==> config.mk <==
export PLATFORM = sky130hd
export DESIGN_NAME = dcmp_timer
export DESIGN_NICKNAME = d
export VERILOG_FILES = /design/src/rtl/dct_pkg.sv /design/src/rtl/dct_counter.sv /design/src/rtl/dct_flags.sv /design/src/rtl/dct_pin.sv /design/src/rtl/dcmp_timer.sv
export SDC_FILE = /design/constraint.sdc
export NUM_CORES = 1
export LEC_CHECK = 0
export BUFFER_PORTS_ARGS = -buffer_cell sky130_fd_sc_hd__buf_2
export CAP_MARGIN = 0
export CORE_ASPECT_RATIO = 0.9
export CORE_UTILIZATION = 55
export CTS_BUF_LIST = sky130_fd_sc_hd__clkbuf_4 sky130_fd_sc_hd__clkbuf_8 sky130_fd_sc_hd__clkbuf_16
export CTS_CLUSTER_DIAMETER = 100
export DETAILED_ROUTE_END_ITERATION = 8
export PLACE_DENSITY = 0.83
export SLEW_MARGIN = 20
export SYNTH_ARGS = -nofsm -noshare
export SYNTH_HDL_FRONTEND = slang
export SYNTH_SLANG_ARGS = --single-unit
==> constraint.sdc <==
create_clock -name clk_i -period 4 [get_ports clk_i]
set_clock_uncertainty 0.1 [all_clocks]
set_input_delay 0.4 -clock clk_i [delete_from_list [all_inputs] [get_ports clk_i]]
set_output_delay 0.4 -clock clk_i [all_outputs]
set_load 0.02 [all_outputs]
==> src/rtl/dct_pkg.sv <==
package dct_pkg;
  localparam int ADDR_W = 2;
  localparam logic [ADDR_W-1:0] ADDR_CSR = 2'd0;
  localparam logic [ADDR_W-1:0] ADDR_CNT = 2'd1;
  localparam logic [ADDR_W-1:0] ADDR_CMPA = 2'd2;
  localparam logic [ADDR_W-1:0] ADDR_CMPB = 2'd3;

  localparam int BIT_FB = 7;
  localparam int BIT_FA = 6;
  localparam int BIT_FO = 5;
  localparam int BIT_ADTE = 4;
  localparam int NUM_FLAGS = 3;  // index 2 = B, 1 = A, 0 = overflow

  typedef enum logic [1:0] {
    ACT_KEEP   = 2'b00,
    ACT_LOW    = 2'b01,
    ACT_HIGH   = 2'b10,
    ACT_TOGGLE = 2'b11
  } pin_act_e;
endpackage

==> src/rtl/dct_counter.sv <==
module dct_counter
  import dct_pkg::*;
#(
  parameter int CNT_W = 8
) (
  input  logic              clk_i,
  input  logic              rst_ni,
  input  logic              tick_i,
  input  logic              wr_i,
  input  logic [ADDR_W-1:0] addr_i,
  input  logic [CNT_W-1:0]  wdata_i,
  output logic [CNT_W-1:0]  cnt_o,
  output logic [CNT_W-1:0]  cmp_a_o,
  output logic [CNT_W-1:0]  cmp_b_o,
  output logic              ev_a_o,
  output logic              ev_b_o,
  output logic              ev_ovf_o
);
  logic [CNT_W-1:0] cnt_q, cmp_a_q, cmp_b_q, cnt_nxt;
  logic cnt_wr, adv;

  assign cnt_wr  = wr_i && (addr_i == ADDR_CNT);
  assign adv     = tick_i && !cnt_wr;
  assign cnt_nxt = cnt_q + 1'b1;

  always_ff @(posedge clk_i or negedge rst_ni) begin
    if (!rst_ni) begin
      cnt_q   <= '0;
      cmp_a_q <= '1;
      cmp_b_q <= '1;
    end else begin
      if (cnt_wr)   cnt_q <= wdata_i;
      else if (adv) cnt_q <= cnt_nxt;
      if (wr_i && addr_i == ADDR_CMPA) cmp_a_q <= wdata_i;
      if (wr_i && addr_i == ADDR_CMPB) cmp_b_q <= wdata_i;
    end
  end

  // events fire on the cycle whose edge lands the counter on the value
  assign ev_a_o   = adv && (cnt_nxt == cmp_a_q);
  assign ev_b_o   = adv && (cnt_nxt == cmp_b_q);
  assign ev_ovf_o = adv && (cnt_q == '1);

  assign cnt_o   = cnt_q;
  assign cmp_a_o = cmp_a_q;
  assign cmp_b_o = cmp_b_q;

  AST_CNT_WRAP: assert property (@(posedge clk_i) disable iff (!rst_ni)
    (tick_i && !cnt_wr && cnt_q == '1) |=> (cnt_q == '0));
  AST_CNT_HOLD: assert property (@(posedge clk_i) disable iff (!rst_ni)
    (!tick_i && !cnt_wr) |=> $stable(cnt_q));
endmodule

==> src/rtl/dct_flags.sv <==
module dct_flags
  import dct_pkg::*;
(
  input  logic                 clk_i,
  input  logic                 rst_ni,
  input  logic [NUM_FLAGS-1:0] set_i,
  input  logic                 csr_wr_i,
  input  logic                 csr_rd_i,
  input  logic [NUM_FLAGS-1:0] wflags_i,
  input  logic                 ack_a_i,
  input  logic                 ack_b_i,
  input  logic                 ack_dis_i,
  output logic [NUM_FLAGS-1:0] flags_o
);
  logic [NUM_FLAGS-1:0] flag_q, arm_q, ack_v;

  assign ack_v = {ack_b_i && !ack_dis_i, ack_a_i && !ack_dis_i, 1'b0};

  for (genvar i = 0; i < NUM_FLAGS; i++) begin : g_flag
    logic clr;
    assign clr = (csr_wr_i && arm_q[i] && !wflags_i[i]) || ack_v[i];

    always_ff @(posedge clk_i or negedge rst_ni) begin
      if (!rst_ni) begin
        flag_q[i] <= 1'b0;
        arm_q[i]  <= 1'b0;
      end else begin
        flag_q[i] <= set_i[i] || (flag_q[i] && !clr);  // set wins
        if (csr_wr_i)                   arm_q[i] <= 1'b0;
        else if (csr_rd_i && flag_q[i]) arm_q[i] <= 1'b1;
      end
    end

    AST_FLAG_RISE: assert property (@(posedge clk_i) disable iff (!rst_ni)
      $rose(flag_q[i]) |-> $past(set_i[i]));
    AST_FLAG_FALL: assert property (@(posedge clk_i) disable iff (!rst_ni)
      $fell(flag_q[i]) |-> $past(csr_wr_i || ack_v[i]));
    AST_SET_WINS: assert property (@(posedge clk_i) disable iff (!rst_ni)
      set_i[i] |=> flag_q[i]);
  end

  assign flags_o = flag_q;
endmodule

==> src/rtl/dct_pin.sv <==
module dct_pin
  import dct_pkg::*;
(
  input  logic     clk_i,
  input  logic     rst_ni,
  input  logic     ev_a_i,
  input  logic     ev_b_i,
  input  pin_act_e os_a_i,
  input  pin_act_e os_b_i,
  output logic     pin_o
);
  pin_act_e act_a, act_b;
  logic pin_q, pin_d;

  assign act_a = ev_a_i ? os_a_i : ACT_KEEP;
  assign act_b = ev_b_i ? os_b_i : ACT_KEEP;

  always_comb begin
    pin_d = pin_q;
    if (act_b == ACT_LOW || act_b == ACT_HIGH) pin_d = (act_b == ACT_HIGH);
    else if (act_a == ACT_TOGGLE || act_b == ACT_TOGGLE) pin_d = !pin_q;
    else if (act_a == ACT_LOW || act_a == ACT_HIGH) pin_d = (act_a == ACT_HIGH);
  end

  always_ff @(posedge clk_i or negedge rst_ni) begin
    if (!rst_ni) pin_q <= 1'b0;
    else         pin_q <= pin_d;
  end

  assign pin_o = pin_q;

  AST_PIN_IDLE: assert property (@(posedge clk_i) disable iff (!rst_ni)
    (!ev_a_i && !ev_b_i) |=> $stable(pin_q));
  AST_PIN_B_HIGH: assert property (@(posedge clk_i) disable iff (!rst_ni)
    (ev_b_i && os_b_i == ACT_HIGH) |=> pin_q);
  AST_PIN_B_LOW: assert property (@(posedge clk_i) disable iff (!rst_ni)
    (ev_b_i && os_b_i == ACT_LOW) |=> !pin_q);
endmodule

==> src/rtl/dcmp_timer.sv <==
module dcmp_timer
  import dct_pkg::*;
#(
  parameter int CNT_W   = 8,
  parameter bit HAS_ADC = 1'b1
) (
  input  logic              clk_i,
  input  logic              rst_ni,
  input  logic              tick_i,
  input  logic [ADDR_W-1:0] reg_addr_i,
  input  logic              reg_wr_i,
  input  logic              reg_rd_i,
  input  logic [CNT_W-1:0]  reg_wdata_i,
  output logic [CNT_W-1:0]  reg_rdata_o,
  input  logic              ack_a_i,
  input  logic              ack_b_i,
  input  logic              ack_dis_i,
  output logic              tmr_pin_o,
  output logic              adc_start_o,
  output logic              irq_a_o,
  output logic              irq_b_o,
  output logic              irq_ovf_o
);
  logic [CNT_W-1:0] cnt, cmp_a, cmp_b, csr_v;
  logic ev_a, ev_b, ev_ovf, csr_wr, csr_rd, adte, adte_rd;
  logic [NUM_FLAGS-1:0] flags;
  pin_act_e os_a_q, os_b_q;

  assign csr_wr = reg_wr_i && (reg_addr_i == ADDR_CSR);
  assign csr_rd = reg_rd_i && (reg_addr_i == ADDR_CSR);

  dct_counter #(.CNT_W(CNT_W)) u_cnt (
    .clk_i, .rst_ni, .tick_i,
    .wr_i(reg_wr_i), .addr_i(reg_addr_i), .wdata_i(reg_wdata_i),
    .cnt_o(cnt), .cmp_a_o(cmp_a), .cmp_b_o(cmp_b),
    .ev_a_o(ev_a), .ev_b_o(ev_b), .ev_ovf_o(ev_ovf)
  );

  dct_flags u_flags (
    .clk_i, .rst_ni,
    .set_i({ev_b, ev_a, ev_ovf}),
    .csr_wr_i(csr_wr), .csr_rd_i(csr_rd),
    .wflags_i(reg_wdata_i[BIT_FB:BIT_FO]),
    .ack_a_i, .ack_b_i, .ack_dis_i,
    .flags_o(flags)
  );

  dct_pin u_pin (
    .clk_i, .rst_ni, .ev_a_i(ev_a), .ev_b_i(ev_b),
    .os_a_i(os_a_q), .os_b_i(os_b_q), .pin_o(tmr_pin_o)
  );

  always_ff @(posedge clk_i or negedge rst_ni) begin
    if (!rst_ni) begin
      os_a_q <= ACT_KEEP;
      os_b_q <= ACT_KEEP;
    end else if (csr_wr) begin
      os_a_q <= pin_act_e'(reg_wdata_i[1:0]);
      os_b_q <= pin_act_e'(reg_wdata_i[3:2]);
    end
  end

  if (HAS_ADC) begin : g_adc
    logic adte_q, adc_q;
    always_ff @(posedge clk_i or negedge rst_ni) begin
      if (!rst_ni) begin
        adte_q <= 1'b0;
        adc_q  <= 1'b0;
      end else begin
        if (csr_wr) adte_q <= reg_wdata_i[BIT_ADTE];
        adc_q <= ev_a && adte_q;
      end
    end
    assign adte        = adte_q;
    assign adte_rd     = adte_q;
    assign adc_start_o = adc_q;

    AST_ADC_CAUSE: assert property (@(posedge clk_i) disable iff (!rst_ni)
      adc_start_o |-> $past(ev_a && adte));
    AST_ADC_PULSE: assert property (@(posedge clk_i) disable iff (!rst_ni)
      adc_start_o |-> irq_a_o);
  end else begin : g_no_adc
    assign adte        = 1'b0;
    assign adte_rd     = 1'b1;  // reserved bit reads 1
    assign adc_start_o = adte;
  end

  always_comb begin
    csr_v = '0;
    csr_v[BIT_FB:BIT_FO] = flags;
    csr_v[BIT_ADTE] = adte_rd;
    csr_v[3:2] = os_b_q;
    csr_v[1:0] = os_a_q;
  end

  always_comb begin
    unique case (reg_addr_i)
      ADDR_CSR:  reg_rdata_o = csr_v;
      ADDR_CNT:  reg_rdata_o = cnt;
      ADDR_CMPA: reg_rdata_o = cmp_a;
      default:   reg_rdata_o = cmp_b;
    endcase
  end

  assign irq_b_o   = flags[2];
  assign irq_a_o   = flags[1];
  assign irq_ovf_o = flags[0];

  AST_IRQ_OVF_CAUSE: assert property (@(posedge clk_i) disable iff (!rst_ni)
    $rose(irq_ovf_o) |-> $past(tick_i && cnt == '1));
endmodule

## Word level (Yosys, flattened, before mapping)

Cells that the tools add are included.

| storage, ports and cells | value |
|---|---|
| bits in registers | 37 |
| input port bits | 18 |
| output and inout port bits | 13 |
| word-level logic and storage cells | 88 |

| operators by class | value |
|---|---|
| add/subtract/negate cells | 1 |
| equality and inequality tests | 12 |
| multiplexer cells | 14 |
| reduce and logical (&&, ||, !) cells | 47 |

Operator list:

| kind | count |
|---|---|
| 1-bit logical AND | 24 |
| 8-bit one-hot mux with 3 select lines | 1 |
| 8-bit equality test | 2 |
| 8-bit two-way mux | 2 |
| 2-bit equality test, second input constant | 6 |
| 1-bit logical NOT | 9 |
| 1-bit two-way mux | 9 |
| 8-bit by 1-bit adder with 8-bit output, second input constant | 1 |
| 8-bit equality test, second input constant | 1 |
| 1-bit logical OR | 8 |
| 2-bit nonzero test | 4 |
| 2-bit by 1-bit equality test with 1-bit output, second input constant | 3 |
| 2-bit two-way mux | 2 |
| 3-bit nonzero test | 1 |
| 2-bit logical NOT | 1 |

## Logic depth before layout (Yosys ltp)

Gate-level depths: netlist (run 1).

| logic depth | value |
|---|---|
| depth after elaboration | 11 |
| depth in mapped cells | 11 |

## Cells and area by module

Synthesis (run 1) repeated with hierarchy kept, for this count alone.

| second synthesis, totals | value |
|---|---|
| cells, all modules | 193 |
| area, all modules | 2279.7 sq um |

By module, submodules not included:

| module | times used | cells an instance | area an instance (sq um) | sequential area each (sq um) |
|---|---|---|---|---|
| dct_counter | 1 | 133 | 1438.9 | 620.6 |
| dcmp_timer | 1 | 24 | 467.9 | 150.1 |
| dct_flags | 1 | 20 | 236.5 | 150.1 |
| dct_pin | 1 | 16 | 136.4 | 25.0 |

## Least setup slack after synthesis (run 1)

OpenSTA, ideal clock, no wires.

| timing path | value |
|---|---|
| path kind | register to register |
| start point | register u_cnt.cnt_q[1] (netlist: u_cnt.cnt_o[1]) |
| end point | register u_pin.pin_q (netlist: u_pin.pin_o) |
| library setup time | 139 ps |
| data arrival time | 2685 ps |
| data required time | 3761 ps |
| setup slack | 1075 ps |
| stages on the path, launching flop included | 11 |
| buffers on the path | 0 |
| period minus slack after synthesis | 2925 ps |
| cell sequence | dfrtp_1 -> ha_1 -> xnor2_1 -> nand4_1 -> or4b_1 -> a21oi_2 -> nand3_1 -> ha_1 -> mux2_2 -> o311ai_0 -> o21ai_0 |

| on the way | value |
|---|---|
| longest elaborated chain between the ends | 8 |
| elaborated cells between the ends (all ways) | 20 |
| classes of those cells | add/sub (1); eq/ne (8); mux (5); reduce/logical (6) |

RTL lines:

| element | line | RTL |
|---|---|---|
| from (decl) | dct_counter.sv:19 | `logic [CNT_W-1:0] cnt_q, cmp_a_q, cmp_b_q, cnt_nxt;` |
| from (signal assigned) | dct_counter.sv:32 | `if (cnt_wr) cnt_q <= wdata_i;` |
| from (signal assigned) | dct_counter.sv:33 | `else if (adv) cnt_q <= cnt_nxt;` |
| 8-bit by 1-bit adder with 8-bit output (*) | dct_counter.sv:24 | `assign cnt_nxt = cnt_q + 1'b1;` |
| 8-bit equality test (on tied branches) | dct_counter.sv:40, dct_counter.sv:41 |  |
| 1-bit logical AND (on tied branches) | dct_counter.sv:40, dct_counter.sv:41 |  |
| 2-bit two-way mux (on tied branches) | dct_pin.sv:15, dct_pin.sv:16 |  |
| 2-bit equality test (on tied branches) | dct_pin.sv:22, dct_pin.sv:21 |  |
| 1-bit two-way mux or 1-bit logical OR (tied branches) | dct_pin.sv:22, dct_pin.sv:21 |  |
| 1-bit two-way mux | dct_pin.sv:21 | `else if (act_a == ACT_TOGGLE \|\| act_b == ACT_TOGGLE) pin_d = !pin_q;` |
| 1-bit two-way mux | dct_pin.sv:20 | `if (act_b == ACT_LOW \|\| act_b == ACT_HIGH) pin_d = (act_b == ACT_HIGH);` |
| to (signal assigned) | dct_pin.sv:27 | `else pin_q <= pin_d;` |
| to (decl) | dct_pin.sv:13 | `logic pin_q, pin_d;` |

Mark *: on every way between the ends. The rest lies on a longest branch, timed or not. The select of a mux whose other input is x is not followed.
A chain may end at the register's enable or synchronous reset.

## Worst setup path in the final report (run 1)

| timing path | value |
|---|---|
| start point | register u_cnt.cnt_q[0] (netlist: u_cnt.cnt_o[0]) |
| end point | register u_pin.pin_q (netlist: u_pin.pin_o) |

The elaborated chain is that of the path after synthesis.

==> results.sh, run 1 <==
export IMPL_critical_path_top_delay_family="simple AND/OR/NAND/NOR gates"
export IMPL_antennaDiodeCount=0
export IMPL_wl_per_cell_um=18.1
export IMPL_synth_edf_count=0
export IMPL_wl_um=5130
export IMPL_switching_share_pct=39.1
export IMPL_dr_pass1_iters=6
export IMPL_cts_htree_levels=2
export IMPL_synth_area_top_cells="dfrtp_1 23%, dfstp_2 18%, mux2_2 11%, mux4_2 7.7%, xnor2_1 5.6%"
export IMPL_slew_limit_headroom_pct=45.1
export IMPL_ctsHoldBuffers=0
export IMPL_postCtsSetupBuffers=0
export IMPL_antenna_found_initial=0
export IMPL_grt_pass1_vias=1742
export IMPL_cts_buffer_depth=2
export IMPL_vias=1778
export IMPL_syn_cell_area_um2=2330
export IMPL_cts_made_buffers=5
export IMPL_die_w_um=70.6
export IMPL_dp_hpwl_um=3690
export IMPL_clock_sinks=37
export IMPL_crit_path_frequent_cell="ha_1"
export IMPL_worstSetupPathType="reg2reg"
export IMPL_pre_cts_slack_ps=675
export IMPL_p_comb_share_pct=40.3
export IMPL_drt_iter0_markers=123
export IMPL_ys_types=44
export IMPL_syn_inst=208
export IMPL_hold_viol_final=0
export IMPL_n_fill_cell=350
export IMPL_syn_num_nets=231
export IMPL_pwr_share_seq_pct=41.6
export IMPL_post_cts_resized=0
export IMPL_die_area_um2=4500
export IMPL_cpPeakStageDelay_ps=500
export IMPL_critPathCaptureType="flop"
export IMPL_drc=4
export IMPL_yosysTopAreaCellShare_pct=22.6
export IMPL_synth_ff_type="dfrtp_1"
export IMPL_required_ps=4050
export IMPL_min_period_over_period_pct=83.0
export IMPL_synth_largest_area_cell="dfrtp_1"
export IMPL_worst_path_max_fanout=7
export IMPL_yosysWarnings=0
export IMPL_core_um2=4070
export IMPL_drive_gt1_share_pct=41.3
export IMPL_synth_seq_cells=37
export IMPL_grt_overflow=0
export IMPL_p_leak_nw=1.09
export IMPL_grt_pass1_wl_um=8610
export IMPL_holdWs_ps=103
export IMPL_switchingPower_w=0.000612
export IMPL_slowest_stage="or4b_1"
export IMPL_setup_slack_ps=681
export IMPL_cts_root_buf="clkbuf_8"
export IMPL_grt_usage_pct=25.3
export IMPL_seq_area_frac_synth_pct=40.6
export IMPL_rows=22
export IMPL_design_power_total_w=0.00157
export IMPL_ios=31
export IMPL_worstMarginPinSlew_ps=813
export IMPL_clock_latency_ps=290
export IMPL_setup_viol=0
export IMPL_portBuffers=30
export IMPL_via_per_inst=6.28
export IMPL_gp_congestion=0.907
export IMPL_timing_fmax_mhz=301
export IMPL_hold_class="in2async"
export IMPL_area_delta_synth_final_pct=10.6
export IMPL_instances_no_fill=283
export IMPL_dieHeight_um=63.7
export IMPL_yosysMostFrequentCell="mux2_2"
export IMPL_violations="design-rule violations"
export IMPL_fin_nets=257
export IMPL_clkSlewWorstSetupHoldPaths_ps=70
export IMPL_tns_ps=0
export IMPL_placedCellCount=275
export IMPL_ant_nets=0
export IMPL_avgSynthCellArea_um2=11.2
export IMPL_status="finished, violations left"
export IMPL_cp_cell_sequence="ha_1 > xnor2_1 > nand4_1 > or4b_1 > a21oi_2 > nand3_1 > ha_1 > mux2_2 > o311ai_0 > o21ai_0"
export IMPL_tritoncts="yes"
export IMPL_rsz0062_at_grt="false"
export IMPL_period_minus_slack_ps=3320
export IMPL_drv_cap=0
export IMPL_async_flop_share_pct=100
export IMPL_crit_arrival_ps=3370
export IMPL_irDropWorstVdd_v=0.000317
export IMPL_cp_num_buf_inv=0
export IMPL_pwr_density_cell_nw_per_um2=608
export IMPL_drv_slew=0
export IMPL_grt_max_degree=38
export IMPL_start_kind="flop"
export IMPL_synthTopCellsByCount="23 x mux2_2, 21 x dfrtp_1, 18 x nor2_1"
export IMPL_start_util_pct=57.1
export IMPL_clock_power_share_pct=18.1
export IMPL_intPower_w=0.000954
-- metal layers --
metal  vias to the layer above  GRT usage (%)  part of all wire (%)
li1                        815              -                     -
met1                       890           35.2                    44
met2                        67           40.7                    47
met3                         6           4.96                   7.4
met4                         0           6.50                   1.0
met5                         -              0                     0
-- power groups by stage --
stage	Combinational (W)	Sequential [W]	Clock, W
3_3_place_gp	0.000603	0.000644	0
4_1_cts	0.000628	0.000648	0.000290
2_1_floorplan	0.000598	0.000557	0
3_5_place_dp	0.000619	0.000655	0
6_report	0.000631	0.000652	0.000283
5_1_grt	0.000681	0.000672	0.000305
-- stage by stage --
step / util (%) / area, µm²
finish: 63.2 / 2570
global route: 63.2 / 2570
CTS: 63.2 / 2570
detailed placement: 60.7 / 2470
global placement: 60.7 / 2470
floorplan: - / 2330
-- cell usage in the layout, fill, tap and decap left out, drive strengths merged, types with 3 or more instances in the layout --
master / synthesis / layout
o21ai: 9 / 9
dfrtp: 21 / 21
nand3: 8 / 8
mux4: 8 / 8
xnor2: 15 / 15
and3: 5 / 5
a21oi: 13 / 13
clkbuf: 2 / 7
dfstp: 16 / 16
nand3b: 3 / 3
inv: 5 / 5
mux2: 23 / 23
xor2: 9 / 9
ha: 5 / 5
buf: 11 / 32
nor2: 18 / 18
nor3b: 3 / 3
nand2: 6 / 6
nand4: 5 / 5
-- kinds of logic after synthesis --
group                      after synthesis  synth area share [%]
xor gates and xnor gates                24                  9.03
muxes                                   33                  19.7
buffers and inverters                   18                  4.25
adders and majority gates                5                  2.69
and+or+nand+nor                         58                  14.8
AOI/OAI and AO/OA                       33                  8.87
DFF                                     37                  40.6
-- final timing paths --
path | to | slack [ps] | depth (start not counted) | from
worst min-delay path | os_a_q[0]$_DFFE_PN0P_ | 100 | 1 | rst_ni
worst min register to register | u_flags.arm_q[2]$_DFFE_PN0P_ | 420 | 2 | u_flags.arm_q[2]$_DFFE_PN0P_
max in group asynchronous | u_flags.flags_o[0]$_DFF_PN0_ | 3180 | 1 | rst_ni
min in group clk_i | os_a_q[0]$_DFFE_PN0P_ | 290 | 2 | reg_wdata_i[0]
worst max register to register | u_pin.pin_o$_DFFE_PN0P_ | 680 | 10 | u_cnt.cnt_o[0]$_DFFE_PN0P_
worst max-delay path | u_pin.pin_o$_DFFE_PN0P_ | 680 | 10 | u_cnt.cnt_o[0]$_DFFE_PN0P_
-- registers in the layout (all words and copies together) (netlist names) --
name / cells
adc_start_o: 1
adte: 1
os_a_q: 2
os_b_q: 2
u_cnt.cmp_a_o: 8
u_cnt.cmp_b_o: 8
u_cnt.cnt_o: 8
u_flags.arm_q: 3
u_flags.flags_o: 3
u_pin.pin_o: 1
-- final cells by class --
| type | count | area [µm²] | share of cell area, % |
|---|---|---|---|
| clock buffers | 7 | 96.3 | 3.74 |
| clock inverters | 1 | 5.00 | 0.194 |
| inverters | 5 | 18.8 | 0.729 |
| multi-input cells | 153 | 1280 | 49.8 |
| flip-flops and latches | 37 | 946 | 36.8 |
| well taps | 48 | 60.1 | 2.33 |
| repair buffers | 32 | 165 | 6.42 |
No activity file was read; power rests on OpenSTA's default activity.
==> run 2, diff against run 1 <==
clock period = 3.3 ns   (was 4 ns; I/O delays follow)
==> run 2 against run 1 <==
The run still ends with design-rule violations left. Clock power grew 21%. First-iteration DRC count shrank 26%. Sequential share of layout area is 0.24 points lower. Design area rose by 0.78%. Clock-buffer cell count rose by 1. Critical path depth is the same. Critical path type unchanged.
==> results.sh, run 2 (synthesized netlist as in run 1, its figures left out) <==
export IMPL_period_minus_slack_ps=3050
export IMPL_via_per_inst=6.04
export IMPL_start_util_pct=57.1
export IMPL_dr_pass1_iters=6
export IMPL_wl_um=5060
export IMPL_cts_htree_levels=2
export IMPL_grt_pass1_vias=1714
export IMPL_pwr_density_cell_nw_per_um2=736
export IMPL_drt_iter0_markers=91
export IMPL_portBuffers=30
export IMPL_final_common_cell="buf_2"
export IMPL_hold_viol_final=0
export IMPL_critPathCaptureType="flop"
export IMPL_reg2regPathDepth=10
export IMPL_r2r_end="u_pin.pin_o$_DFFE_PN0P_"
export IMPL_ant_nets=0
export IMPL_r2r_setup_slack_ps=250
export IMPL_fin_nets=260
export IMPL_clock_sinks=37
export IMPL_crit_arrival_ps=3130
export IMPL_worst_path_max_fanout=5
export IMPL_violations="design-rule violations"
export IMPL_die_w_um=70.6
export IMPL_irDropWorstVdd_v=0.000452
export IMPL_slew_limit_headroom_pct=44.2
export IMPL_dieHeight_um=63.7
export IMPL_tns_ps=0
export IMPL_timing_fmax_mhz=328
export IMPL_cts_buffer_depth=2
export IMPL_p_leak_nw=1.10
export IMPL_status="finished, violations left"
export IMPL_cts_root_buf="clkbuf_8"
export IMPL_die_area_um2=4500
export IMPL_min_period_over_period_pct=92.5
export IMPL_start_kind="flop"
export IMPL_postCtsSetupBuffers=0
export IMPL_worstMarginPinSlew_ps=836
export IMPL_r2r_start="u_cnt.cnt_o[1]$_DFFE_PN0P_"
export IMPL_antennaDiodeCount=0
export IMPL_grt_overflow=0
export IMPL_drv_cap=0
export IMPL_dp_hpwl_um=3670
export IMPL_drc=4
export IMPL_core_um2=4070
export IMPL_final_cell_mix="30 x buf_2, 23 x mux2_2, 20 x dfrtp_1, 18 x nor2_1, 16 x dfstp_2"
export IMPL_placedCellCount=278
export IMPL_ctsHoldBuffers=0
export IMPL_clkSlewWorstSetupHoldPaths_ps=70
export IMPL_worstSetupPathType="reg2reg"
export IMPL_drive_gt1_share_pct=42.4
export IMPL_area_delta_synth_final_pct=11.5
export IMPL_setup_viol=0
export IMPL_gp_congestion=0.993
export IMPL_tritoncts="yes"
export IMPL_drv_slew=0
export IMPL_ios=31
export IMPL_required_ps=3370
export IMPL_grt_max_degree=38
export IMPL_wl_per_cell_um=17.7
export IMPL_clock_latency_ps=290
export IMPL_grt_usage_pct=25.2
export IMPL_rows=22
export IMPL_rsz0062_at_grt="false"
export IMPL_instances_no_fill=286
export IMPL_vias=1727
export IMPL_hold_class="in2async"
export IMPL_cts_made_buffers=5
export IMPL_antenna_found_initial=0
export IMPL_grt_pass1_wl_um=8530
run 2: changes by cell type in the layout (fill, tap and decap cells not counted):
cell      change
o21ai_0       -1
dfrtp_2       +1
o21ai_1       +1
o311ai_0      -1
buf_4         +3
o311ai_1      +1
clkbuf_4      +2
clkbuf_8      -1
dfrtp_1       -1
clkinv_2      -1
run 2: repair_timing:
item                                   in CTS  in global routing
endpoints found under the hold margin       0                  0
gates resized for setup                     0                  3
setup endpoints to repair                   0                  1
run 2: where the power goes:
part | internal [W] | switching (W) | total (W)
sequential | 0.000593 | 0.000183 | 0.000776
combinational | 0.000384 | 0.000406 | 0.000790
clock | 0.000187 | 0.000156 | 0.000343
run 2: critical path: stages (launching register included):
cell and delay (ps):
dfrtp_2 450, ha_1 340, xnor2_1 170, nand4_1 130
or4b_1 500, a21oi_2 190, nand3_1 110, ha_1 320
mux2_2 330, o311ai_1 220, o21ai_1 100
run 2: through the flow:
| step | hold slack [ps] | total power, W | instance area (µm²) | setup slack (ps) | utilization (%) |
|---|---|---|---|---|---|
| finish | 26.0 | 0.00191 | 2590 | 247 | 63.7 |
| global route | 94.8 | 0.00203 | 2590 | 27.1 | 63.7 |
| CTS | 58.3 | 0.00191 | 2590 | 154 | 63.6 |
| detailed placement | 376 | 0.00156 | 2490 | 164 | 61.2 |
| global placement | 363 | 0.00153 | 2490 | 250 | 61.2 |
| floorplan | -65.6 | 0.00140 | 2330 | 375 | - |
run 2: area by class of cell:
| type | count | area [µm²] |
|---|---|---|
| Tap cell | 48 | 60.1 |
| Clock buffer | 8 | 97.6 |
| Inverter | 5 | 18.8 |
| Multi-Input combinational cell | 153 | 1280 |
| Sequential cell | 37 | 947 |
| Timing Repair Buffer | 35 | 188 |
| Fill cell | 324 | 1480 |
run 2: per-layer routing:
layer	global-route usage (%)	vias up	part of all wire, %
met5	0	-	0
met4	6.75	0	1.2
met3	7.20	9	5.1
met2	38.6	46	46
met1	35.4	852	48
li1	-	820	-
run 2: worst max path at each step:
stage	to	slack (ps)	start	cells past startpoint
detailed placement	u_pin.pin_o$_DFFE_PN0P_	160	u_cnt.cnt_o[1]$_DFFE_PN0P_	10
global placement	u_pin.pin_o$_DFFE_PN0P_	250	u_cnt.cnt_o[1]$_DFFE_PN0P_	10
CTS	u_pin.pin_o$_DFFE_PN0P_	150	u_cnt.cnt_o[1]$_DFFE_PN0P_	10
floorplan	u_pin.pin_o$_DFFE_PN0P_	380	u_cnt.cnt_o[1]$_DFFE_PN0P_	10
global route	u_pin.pin_o$_DFFE_PN0P_	30	u_cnt.cnt_o[1]$_DFFE_PN0P_	10
finish	u_pin.pin_o$_DFFE_PN0P_	250	u_cnt.cnt_o[1]$_DFFE_PN0P_	10
